## src/rtl/eaddr_pkg.sv

```systemverilog
// Package: shared mode codes and per-mode operand selection for the
// address generator. Assumes mode codes arrive already decoded.
package eaddr_pkg;

    typedef enum logic [4:0] {
        M_DIRECT   = 5'd0,
        M_BX       = 5'd1,
        M_SI       = 5'd2,
        M_DI       = 5'd3,
        M_BP       = 5'd4,
        M_BX_D     = 5'd5,
        M_BP_D     = 5'd6,
        M_SI_D     = 5'd7,
        M_DI_D     = 5'd8,
        M_BX_SI    = 5'd9,
        M_BX_DI    = 5'd10,
        M_BP_SI    = 5'd11,
        M_BP_DI    = 5'd12,
        M_BX_SI_D  = 5'd13,
        M_BX_DI_D  = 5'd14,
        M_BP_SI_D  = 5'd15,
        M_BP_DI_D  = 5'd16,
        M_TABLE    = 5'd17
    } mode_t;

    // Which operands a mode adds together.
    typedef struct packed {
        logic use_bx;
        logic use_bp;
        logic use_si;
        logic use_di;
        logic use_disp;   // displacement participates
        logic disp_full;  // displacement forced to full width
        logic use_al;     // table lookup
    } sel_t;

    // Map a mode code to its operand selection; unknown codes act as direct.
    function automatic sel_t mode_sel(input logic [4:0] m);
        sel_t s;
        s = '0;
        case (m)
            M_BX:      s.use_bx = 1'b1;
            M_SI:      s.use_si = 1'b1;
            M_DI:      s.use_di = 1'b1;
            M_BP:      s.use_bp = 1'b1;
            M_BX_D:    begin s.use_bx = 1'b1; s.use_disp = 1'b1; end
            M_BP_D:    begin s.use_bp = 1'b1; s.use_disp = 1'b1; end
            M_SI_D:    begin s.use_si = 1'b1; s.use_disp = 1'b1; end
            M_DI_D:    begin s.use_di = 1'b1; s.use_disp = 1'b1; end
            M_BX_SI:   begin s.use_bx = 1'b1; s.use_si = 1'b1; end
            M_BX_DI:   begin s.use_bx = 1'b1; s.use_di = 1'b1; end
            M_BP_SI:   begin s.use_bp = 1'b1; s.use_si = 1'b1; end
            M_BP_DI:   begin s.use_bp = 1'b1; s.use_di = 1'b1; end
            M_BX_SI_D: begin s.use_bx = 1'b1; s.use_si = 1'b1; s.use_disp = 1'b1; end
            M_BX_DI_D: begin s.use_bx = 1'b1; s.use_di = 1'b1; s.use_disp = 1'b1; end
            M_BP_SI_D: begin s.use_bp = 1'b1; s.use_si = 1'b1; s.use_disp = 1'b1; end
            M_BP_DI_D: begin s.use_bp = 1'b1; s.use_di = 1'b1; s.use_disp = 1'b1; end
            M_TABLE:   begin s.use_bx = 1'b1; s.use_al = 1'b1; end
            default:   begin s.use_disp = 1'b1; s.disp_full = 1'b1; end
        endcase
        return s;
    endfunction

endpackage

```

## src/rtl/eaddr_sum.sv

```systemverilog
// Effective-address adder: sums the selected base, index, displacement
// and table byte, modulo 2^AW. Assumes AW >= 9 so AL and an 8-bit
// displacement fit below the top bit.
module eaddr_sum
    import eaddr_pkg::*;
#(
    parameter int AW = 16,
    parameter int DB = 8      // width of a short displacement
) (
    input  sel_t            sel,
    input  logic            disp_wide,
    input  logic [AW-1:0]   disp,
    input  logic [AW-1:0]   bx,
    input  logic [AW-1:0]   bp,
    input  logic [AW-1:0]   si,
    input  logic [AW-1:0]   di,
    input  logic [DB-1:0]   al,
    output logic [AW-1:0]   ea
);
    logic [AW-1:0] disp_ext;
    logic [AW-1:0] base_t, idx_t, disp_t, al_t;

    // Widen the displacement: full width or sign-extended short form.
    always_comb begin
        if (sel.disp_full || disp_wide)
            disp_ext = disp;
        else
            disp_ext = {{(AW-DB){disp[DB-1]}}, disp[DB-1:0]};
    end

    // Gate each operand by the selection and add them with wraparound.
    always_comb begin
        base_t = sel.use_bx ? bx : (sel.use_bp ? bp : '0);
        idx_t  = sel.use_si ? si : (sel.use_di ? di : '0);
        disp_t = sel.use_disp ? disp_ext : '0;
        al_t   = sel.use_al ? {{(AW-DB){1'b0}}, al} : '0;
        ea     = base_t + idx_t + disp_t + al_t;
    end
endmodule

```

## src/rtl/eaddr_seg.sv

```systemverilog
// Segment selector: BP-based modes default to the stack segment, all
// others to the data segment; a recognised override prefix replaces it.
module eaddr_seg
    import eaddr_pkg::*;
#(
    parameter int SW = 16,
    parameter logic [7:0] CODE_CS = 8'h2E,
    parameter logic [7:0] CODE_DS = 8'h3E,
    parameter logic [7:0] CODE_ES = 8'h26,
    parameter logic [7:0] CODE_SS = 8'h36
) (
    input  sel_t            sel,
    input  logic            ovr_valid,
    input  logic [7:0]      ovr_code,
    input  logic [SW-1:0]   cs,
    input  logic [SW-1:0]   ds,
    input  logic [SW-1:0]   es,
    input  logic [SW-1:0]   ss,
    output logic [SW-1:0]   seg,
    output logic            ovr_hit
);
    // Decode the prefix code, falling back to the mode's default segment.
    always_comb begin
        ovr_hit = 1'b0;
        seg     = sel.use_bp ? ss : ds;
        if (ovr_valid) begin
            case (ovr_code)
                CODE_CS: begin seg = cs; ovr_hit = 1'b1; end
                CODE_DS: begin seg = ds; ovr_hit = 1'b1; end
                CODE_ES: begin seg = es; ovr_hit = 1'b1; end
                CODE_SS: begin seg = ss; ovr_hit = 1'b1; end
                default: ;
            endcase
        end
    end
endmodule

```

## src/rtl/eaddr_cost.sv

```systemverilog
// Cost calculator: base clocks per mode, plus the override and
// odd-word penalties; also produces the split-access flag.
module eaddr_cost
    import eaddr_pkg::*;
#(
    parameter int CW          = 5,
    parameter int C_DIRECT    = 6,
    parameter int C_REG       = 5,
    parameter int C_REG_DISP  = 9,
    parameter int C_PAIR_FAST = 7,
    parameter int C_PAIR_SLOW = 8,
    parameter int C_PD_FAST   = 11,
    parameter int C_PD_SLOW   = 12,
    parameter int C_TABLE     = 11,
    parameter int C_OVR       = 2,
    parameter int C_ODD       = 4
) (
    input  logic [4:0]      mode,
    input  logic            ovr_hit,
    input  logic            word_acc,
    input  logic            ea_lsb,
    output logic [CW-1:0]   cost,
    output logic            split
);
    logic [CW-1:0] base_c;

    // Look up the base cost; same-adder-group pairs cost one extra clock.
    always_comb begin
        case (mode)
            M_BX, M_SI, M_DI, M_BP:           base_c = CW'(C_REG);
            M_BX_D, M_BP_D, M_SI_D, M_DI_D:   base_c = CW'(C_REG_DISP);
            M_BX_SI, M_BP_DI:                 base_c = CW'(C_PAIR_FAST);
            M_BX_DI, M_BP_SI:                 base_c = CW'(C_PAIR_SLOW);
            M_BX_SI_D, M_BP_DI_D:             base_c = CW'(C_PD_FAST);
            M_BX_DI_D, M_BP_SI_D:             base_c = CW'(C_PD_SLOW);
            M_TABLE:                          base_c = CW'(C_TABLE);
            default:                          base_c = CW'(C_DIRECT);
        endcase
    end

    // Apply the penalties; the table lookup is always a byte access.
    always_comb begin
        split = word_acc && ea_lsb && (mode != M_TABLE);
        cost  = base_c + (ovr_hit ? CW'(C_OVR) : '0) + (split ? CW'(C_ODD) : '0);
    end
endmodule

```

## src/rtl/eaddr_gen.sv

```systemverilog
// Top: effective and physical address generator with a one-cycle output
// register. Assumes a decoded mode and register values stable while
// req_valid is high; outputs hold between requests.
module eaddr_gen
    import eaddr_pkg::*;
#(
    parameter int AW    = 16,
    parameter int SHIFT = 4,
    parameter int CW    = 5,
    localparam int PW   = AW + SHIFT
) (
    input  logic            clk,
    input  logic            rst_n,
    input  logic            req_valid,
    input  logic [4:0]      mode_in,
    input  logic [AW-1:0]   disp_in,
    input  logic            disp_wide,
    input  logic [AW-1:0]   bx_in,
    input  logic [AW-1:0]   bp_in,
    input  logic [AW-1:0]   si_in,
    input  logic [AW-1:0]   di_in,
    input  logic [7:0]      al_in,
    input  logic            ovr_valid,
    input  logic [7:0]      ovr_code,
    input  logic [AW-1:0]   seg_cs,
    input  logic [AW-1:0]   seg_ds,
    input  logic [AW-1:0]   seg_es,
    input  logic [AW-1:0]   seg_ss,
    input  logic            word_acc,
    output logic            out_valid,
    output logic [AW-1:0]   ea_out,
    output logic [PW-1:0]   phys_out,
    output logic [CW-1:0]   cost_out,
    output logic            split_out
);
    sel_t          sel;
    logic [AW-1:0] ea_c;
    logic [AW-1:0] seg_c;
    logic          ovr_hit;
    logic [CW-1:0] cost_c;
    logic          split_c;
    logic [PW-1:0] phys_c;

    // Decode the mode into an operand selection.
    always_comb sel = mode_sel(mode_in);

    eaddr_sum #(.AW(AW), .DB(8)) u_sum (
        .sel(sel), .disp_wide(disp_wide), .disp(disp_in),
        .bx(bx_in), .bp(bp_in), .si(si_in), .di(di_in), .al(al_in),
        .ea(ea_c)
    );

    eaddr_seg #(.SW(AW)) u_seg (
        .sel(sel), .ovr_valid(ovr_valid), .ovr_code(ovr_code),
        .cs(seg_cs), .ds(seg_ds), .es(seg_es), .ss(seg_ss),
        .seg(seg_c), .ovr_hit(ovr_hit)
    );

    eaddr_cost #(.CW(CW)) u_cost (
        .mode(mode_in), .ovr_hit(ovr_hit), .word_acc(word_acc),
        .ea_lsb(ea_c[0]), .cost(cost_c), .split(split_c)
    );

    // Shift the segment and add the offset, wrapping at PW bits.
    always_comb phys_c = {seg_c, {SHIFT{1'b0}}} + {{SHIFT{1'b0}}, ea_c};

    // Register the results on a request and hold them otherwise.
    always_ff @(posedge clk) begin
        if (!rst_n) begin
            out_valid <= 1'b0;
            ea_out    <= '0;
            phys_out  <= '0;
            cost_out  <= '0;
            split_out <= 1'b0;
        end else begin
            out_valid <= req_valid;
            if (req_valid) begin
                ea_out    <= ea_c;
                phys_out  <= phys_c;
                cost_out  <= cost_c;
                split_out <= split_c;
            end
        end
    end
endmodule

```

## config.mk

```make
export PLATFORM = sky130hd
export DESIGN_NAME = eaddr_gen
export DESIGN_NICKNAME = d
export VERILOG_FILES = /design/src/rtl/eaddr_pkg.sv /design/src/rtl/eaddr_sum.sv /design/src/rtl/eaddr_seg.sv /design/src/rtl/eaddr_cost.sv /design/src/rtl/eaddr_gen.sv
export SDC_FILE = /design/constraint.sdc
export NUM_CORES = 1
export LEC_CHECK = 0
export ABC_CLOCK_PERIOD_IN_PS = 13300
export BUFFER_PORTS_ARGS = -buffer_cell sky130_fd_sc_hd__buf_4
export CAP_MARGIN = 30
export CORE_ASPECT_RATIO = 1.1
export CORE_MARGIN = 1
export CORE_UTILIZATION = 30
export DETAILED_ROUTE_END_ITERATION = 12
export REMOVE_ABC_BUFFERS = 1
export SYNTH_ARGS = -nofsm -noshare
export SYNTH_HDL_FRONTEND = slang
export SYNTH_SLANG_ARGS = --single-unit
```

## constraint.sdc

```tcl
create_clock -name clk -period 13.3 [get_ports clk]
set_input_delay 1.995 -clock clk [delete_from_list [all_inputs] [get_ports clk]]
set_output_delay 1.995 -clock clk [all_outputs]
set_load 0.02 [all_outputs]
```

# Word level (Yosys, flattened, before mapping)
# Memories as Yosys holds them, arrays and structs flattened.
# Index checks and enable logic that the tools add are counted.
[classes]
addsub = 6
multipliers = 0
div = 0
order_cmp = 0
eq_ne = 22
shifts = 0
n_mux = 20
bitwise_logic = 0
reduce_logical = 10
[op_table]
columns = ["cell", "n"]
rows = [
  ["two-way mux 16 bit", 8],
  ["case mux 16 bit (4 select lines)", 1],
  ["adder 16 bit", 3],
  ["== test 5 x 4 -> 1 bit (second input constant)", 8],
  ["== test 8 x 6 -> 1 bit (second input constant)", 4],
  ["adder 20 x 16 -> 20 bit", 1],
  ["== test 5 x 3 -> 1 bit (second input constant)", 4],
  ["OR reduction 6 bit", 3],
  ["OR reduction 17 bit", 1],
  ["adder 5 bit", 2],
  ["== test 5 x 2 -> 1 bit (second input constant)", 2],
  ["== test 5 bit (second input constant)", 2],
  ["OR reduction 9 bit", 1],
  ["two-way mux 1 bit", 8],
  ["two-way mux 8 bit", 1],
  ["OR reduction 7 bit", 1],
  ["== test 5 x 1 -> 1 bit (second input constant)", 1],
  ["inequality test 5 bit (second input constant)", 1],
  ["OR reduction 4 bit", 1],
  ["two-way mux 3 bit", 1],
  ["logical AND 1 bit", 2],
  ["two-way mux 2 bit", 1],
  ["logical OR 1 bit", 1],
]
[word_totals]
regBits = 43
latch_bits = 0
ram_bits = 0
rom_bits = 128
inputBits = 171
elab_cells = 64
mem_count = 1
[memory_table]
columns = ["name", "words", "word_bits", "rd", "rd_clocked_by_memory_dff", "write_ports", "line", "text"]
rows = [
  ["(name not given)", 32, 4, 1, 0, 0, "eaddr_cost.sv:29", "case (mode)"],
]

# Depth between registers and ports, before layout
[logic_depth]
ltp_word = 12
mapped_depth = 28

# Cells and area by module
# From an unflattened synthesis, not the netlist that was laid out.
[unflattened]
cells_unflattened = 548
hier_area_um2 = 5001.0
[modules_own_cells]
columns = ["mod", "instances", "cells_per_inst", "area_per_inst_um2"]
rows = [
  ["eaddr_gen", 1, 239, 2128.3],
  ["eaddr_sum", 1, 223, 1839.3],
  ["eaddr_seg", 1, 58, 835.8],
  ["eaddr_cost", 1, 28, 197.7],
]

# Worst setup path after synthesis
# OpenSTA, ideal clock, no wires.
[synth_timing]
kind = "input to register"
startpoint = "input mode_in[0]"
endpoint = "register phys_out[17]"
setup_time_ps = 116
t_arrival_ps = 7443
required_ps = 13184
slack_ps = 5740
cell_stages = 27
cell_sequence = "clkbuf_1 and2_1 o21ai_0 a21oi_1 clkbuf_1 a22o_1 fa_1 inv_1 fa_1 inv_1 ha_1 inv_1 fa_1 nor2b_1 o21a_1 nor2_1 xnor2_1 ha_1 a21o_1 a21oi_1 o21bai_1 a21oi_1 nand2b_1 o211ai_2 a41oi_2 or4b_1 o211a_1"
[synth_via]
elab_chain_cells = 9
[synth_rtl]
columns = ["element", "line", "text"]
rows = [
  ["start: declaration", "eaddr_gen.sv:15", "input logic [4:0] mode_in,"],
  ["== test 5 x 4 -> 1 bit, or another cell as far along", "eaddr_pkg.sv:41", "case (m)"],
  ["OR reduction 6 bit (no line)", "-", ""],
  ["two-way mux 1 bit", "eaddr_pkg.sv:41", ""],
  ["two-way mux 16 bit, on equally long branches (2 in a row)", "eaddr_sum.sv:33, eaddr_sum.sv:34", ""],
  ["adder 16 bit (2 in a row)", "eaddr_sum.sv:37", "ea = base_t + idx_t + disp_t + al_t;"],
  ["adder 16 bit *", "eaddr_sum.sv:37", ""],
  ["net ea_c[5]", "eaddr_gen.sv:37", "logic [AW-1:0] ea_c;"],
  ["adder 20 x 16 -> 20 bit *", "eaddr_gen.sv:65", "always_comb phys_c = {seg_c, {SHIFT{1'b0}}} + {{SHIFT{1'b0}}, ea_c};"],
  ["end signal: assignment", "eaddr_gen.sv:79", "phys_out <= phys_c;"],
  ["end: declaration", "eaddr_gen.sv:32", "output logic [PW-1:0] phys_out,"],
]
# Mark *: on every way through the listed nets, which the timed path passes. The rest lies on a longest branch.
# A chain may end at the register's enable or synchronous reset.

# Worst setup path in the final report
# Ends and elaborated chain as after synthesis.

==> flow_summary.yaml <==
synth:
  synth_top_area_share_pct: 15.2
  yosysTopAreaCell: "dfxtp_1"
  synthFlopType: "dfxtp_1"
  syn_area_sq_um: 5130
  syn-instance-count: 598
  synth_cell_types: 73
  ys_warn_count: 0
  netlist_top_cells_count: "nor2_1 (60), a21oi_1 (43), inv_1 (43), dfxtp_1 (39), ha_1 (35)"
  yosysMostFrequentCell: "nor2_1"
  synth_area_leaders: "dfxtp_1 (15%), fa_1 (9.8%), ha_1 (8.5%)"
  ys_seq_area_share_pct: 15.2
  async_reset_ff_share_pct: 0
  postSynthAreaPerCell_sq_um: 8.57
  ys_ff_latch: 39
  synth_edf_count: 0
power_and_ir_drop:
  vdd_ir_drop_max_mv: 0.0514
  p_leak_uw: 0.00341
  power_frac_comb_pct: 62.5
  p_switching_uw: 354
  power_frac_seq_pct: 19.0
  power_density_nw_per_um2: 119
  intPower_uw: 491
  p_clk_share_pct: 18.4
  swShare_pct: 41.9
grt:
  grt_max_degree: 46
  grt_overflow: 0
  grt_pass1_wl_um: 25600
  grt_usage_pct: 18.4
  grt_pass1_vias: 5074
  antenna_found_initial: 0
clocking:
  htreeDepth: 2
  clock-sinks: 39
  clock_path_buffers: 2
  clk_pin_slew_worst_paths_ns: 0.06
  cts_hold_buffers: 0
  cts_tree: "yes"
  cts_inserted_buffers: 5
  cts_setup_buffers: 0
  clk_latency_ns: 0.28
  cts_resized: 0
  root_buffer: "clkbuf_16"
finish:
  nNetsFinal: 1019
  antenna_cells: 0
  final_cells: 993
  drive_above_1_share_pct: 33.6
  syn_to_final_growth_pct: 37.9
  final_area_sq_um: 7070
  fillCellCount: 1729
sta:
  tightest_slew_ns: 0.806
  min_period_over_period_pct: 58.1
  slew_headroom_pct: 46.2
  layout_min_cycle_time_ns: 7.73
  tns_ns: 0
  worst_hold_slack_ns: 0.473
  finClkSkew_ns: 0
  rsz0062_at_grt: "false"
  final-hold-violation-count: 0
  slew_violations: 0
  max_freq_ghz: 0.129
  setup_violations: 0
route:
  postRouteAntennaNets: 0
  drtIter0Drc: 216
  drc: 0
  vias: 5133
  wl_um: 16300
  drt-pass1-iter-count: 5
  wire_per_inst_um: 16.4
  viasPerCell: 5.17
floorplanning:
  fp.coreArea_sq_um: 16600
  die_h_um: 139
  die-width_um: 127
  io_pins: 214
  initial_utilization_pct: 31.0
  dieArea_sq_um: 17600
  rows: 49
worst_setup_path:
  startpoint_type: "input port"
  critPathArrivalTime_ns: 7.91
  crit_path_max_fanout: 25
  critPathKind: "input port to register"
  setup.worst_path.end_class: "register"
  worstPathRequired_ns: 13.48
run:
  max-cap-violations: 0
place:
  dp_cells: 985
  post-dp-hpwl_um: 13500
  dpl_cell_area_sq_um: 6880
  place_congestion: 0.877
  port_buffers: 213
outcome:
  status: "finished clean"
hold_path:
  holdCritPathClass: "register to register"
[area by class of cell]
class                   count  area [sq um]  area share (%)
clock buffers               6           129            1.82
multi-input cells         477          4020            56.9
well taps                 204           255            3.61
inverters                  45           169            2.39
clock inverters             2          60.1           0.850
flip-flops and latches     39           781            11.0
repair buffers            220          1650            23.4
[path summary, 6_finish.rpt]
kind                              startpoint            to  slack (ns)  cells after the start
worst max register to register  phys_out[19]  phys_out[19]       12.45                      2
worst min register to register   cost_out[0]   cost_out[0]        0.47                      2
worst min-delay path             cost_out[0]   cost_out[0]        0.47                      2
worst max-delay path              mode_in[0]  phys_out[17]        5.57                     27
[sequential cells by signal, summed over array words and instances (netlist names)]
name	flops
split_out	1
out_valid	1
phys_out	16
ea_out	16
cost_out	5
[stage by stage]
stage | util [%] | worst slack, ns | power (uW)
6_report | 42.7 | 5.57 | 845
5_1_grt | 42.7 | 4.92 | 916
4_1_cts | 42.7 | 5.47 | 854
3_5_place_dp | 41.6 | 5.19 | 693
3_3_place_gp | 41.5 | 5.36 | 690
2_1_floorplan | - | 5.90 | 515
[placed cells by master (no fill, tap or decap), types with 4 or more instances in the layout]
master / n
o21ai_0: 25
nand2_1: 32
a211oi_1: 12
a22oi_1: 12
and2_1: 12
mux4_2: 16
nor2b_1: 4
a31oi_1: 5
ha_1: 35
nor2_1: 60
nor3_1: 8
and3_1: 9
clkbuf_16: 5
o31ai_1: 9
nand2b_1: 4
dfxtp_1: 39
o21a_1: 6
o2111ai_1: 4
inv_1: 43
xor2_1: 9
fa_1: 25
a21o_1: 10
nand3_1: 9
a22o_1: 21
mux2i_1: 31
xnor2_1: 16
a21oi_1: 43
o21ai_1: 4
buf_4: 220
[power by group through the flow]
stage	Sequential, uW	Clock, uW	Combinational, uW
2_1_floorplan	196	0	320
3_3_place_gp	163	0	527
3_5_place_dp	164	0	529
4_1_cts	161	160	533
5_1_grt	164	165	587
6_report	161	156	528
[logic make-up (layout without fill, tap and decap cells)]
family	Yosys count	in the layout	synth area share [%]
buffers and inverters	82	273	6.42
XOR/XNOR	26	26	4.59
AO/OA/AOI/OAI	183	183	26.2
AND/OR/NAND/NOR	159	159	15.5
multiplexers	49	49	13.8
flip-flops	39	39	15.2
adder cells (fa/ha/maj)	60	60	18.3
[per-layer routing]
layer	vias to the layer above	track usage (%)	routed length, um
li1	2571	-	-
met1	2379	22.9	7230
met2	175	33.0	7820
met3	8	3.40	1110
met4	0	3.61	147
met5	-	0	0
[critical path, stage by stage]
cell	delay (ns)
buf_4	0.20
nor2_1	0.23
o22a_1	0.20
nor2_1	0.04
a21oi_1	0.44
and2_1	0.23
fa_1	0.42
inv_1	0.08
fa_1	0.40
inv_1	0.06
ha_1	0.18
inv_1	0.07
fa_1	0.43
nor2b_1	0.20
o21a_1	0.13
nor2_1	0.05
xnor2_1	0.35
ha_1	0.31
a21o_1	0.16
a21oi_1	0.21
o21bai_1	0.09
a21oi_1	0.22
nand2b_1	0.18
o211ai_2	0.11
a41oi_2	0.34
or4b_1	0.47
o211a_1	0.12
Power figures use the tool's default switching activity.
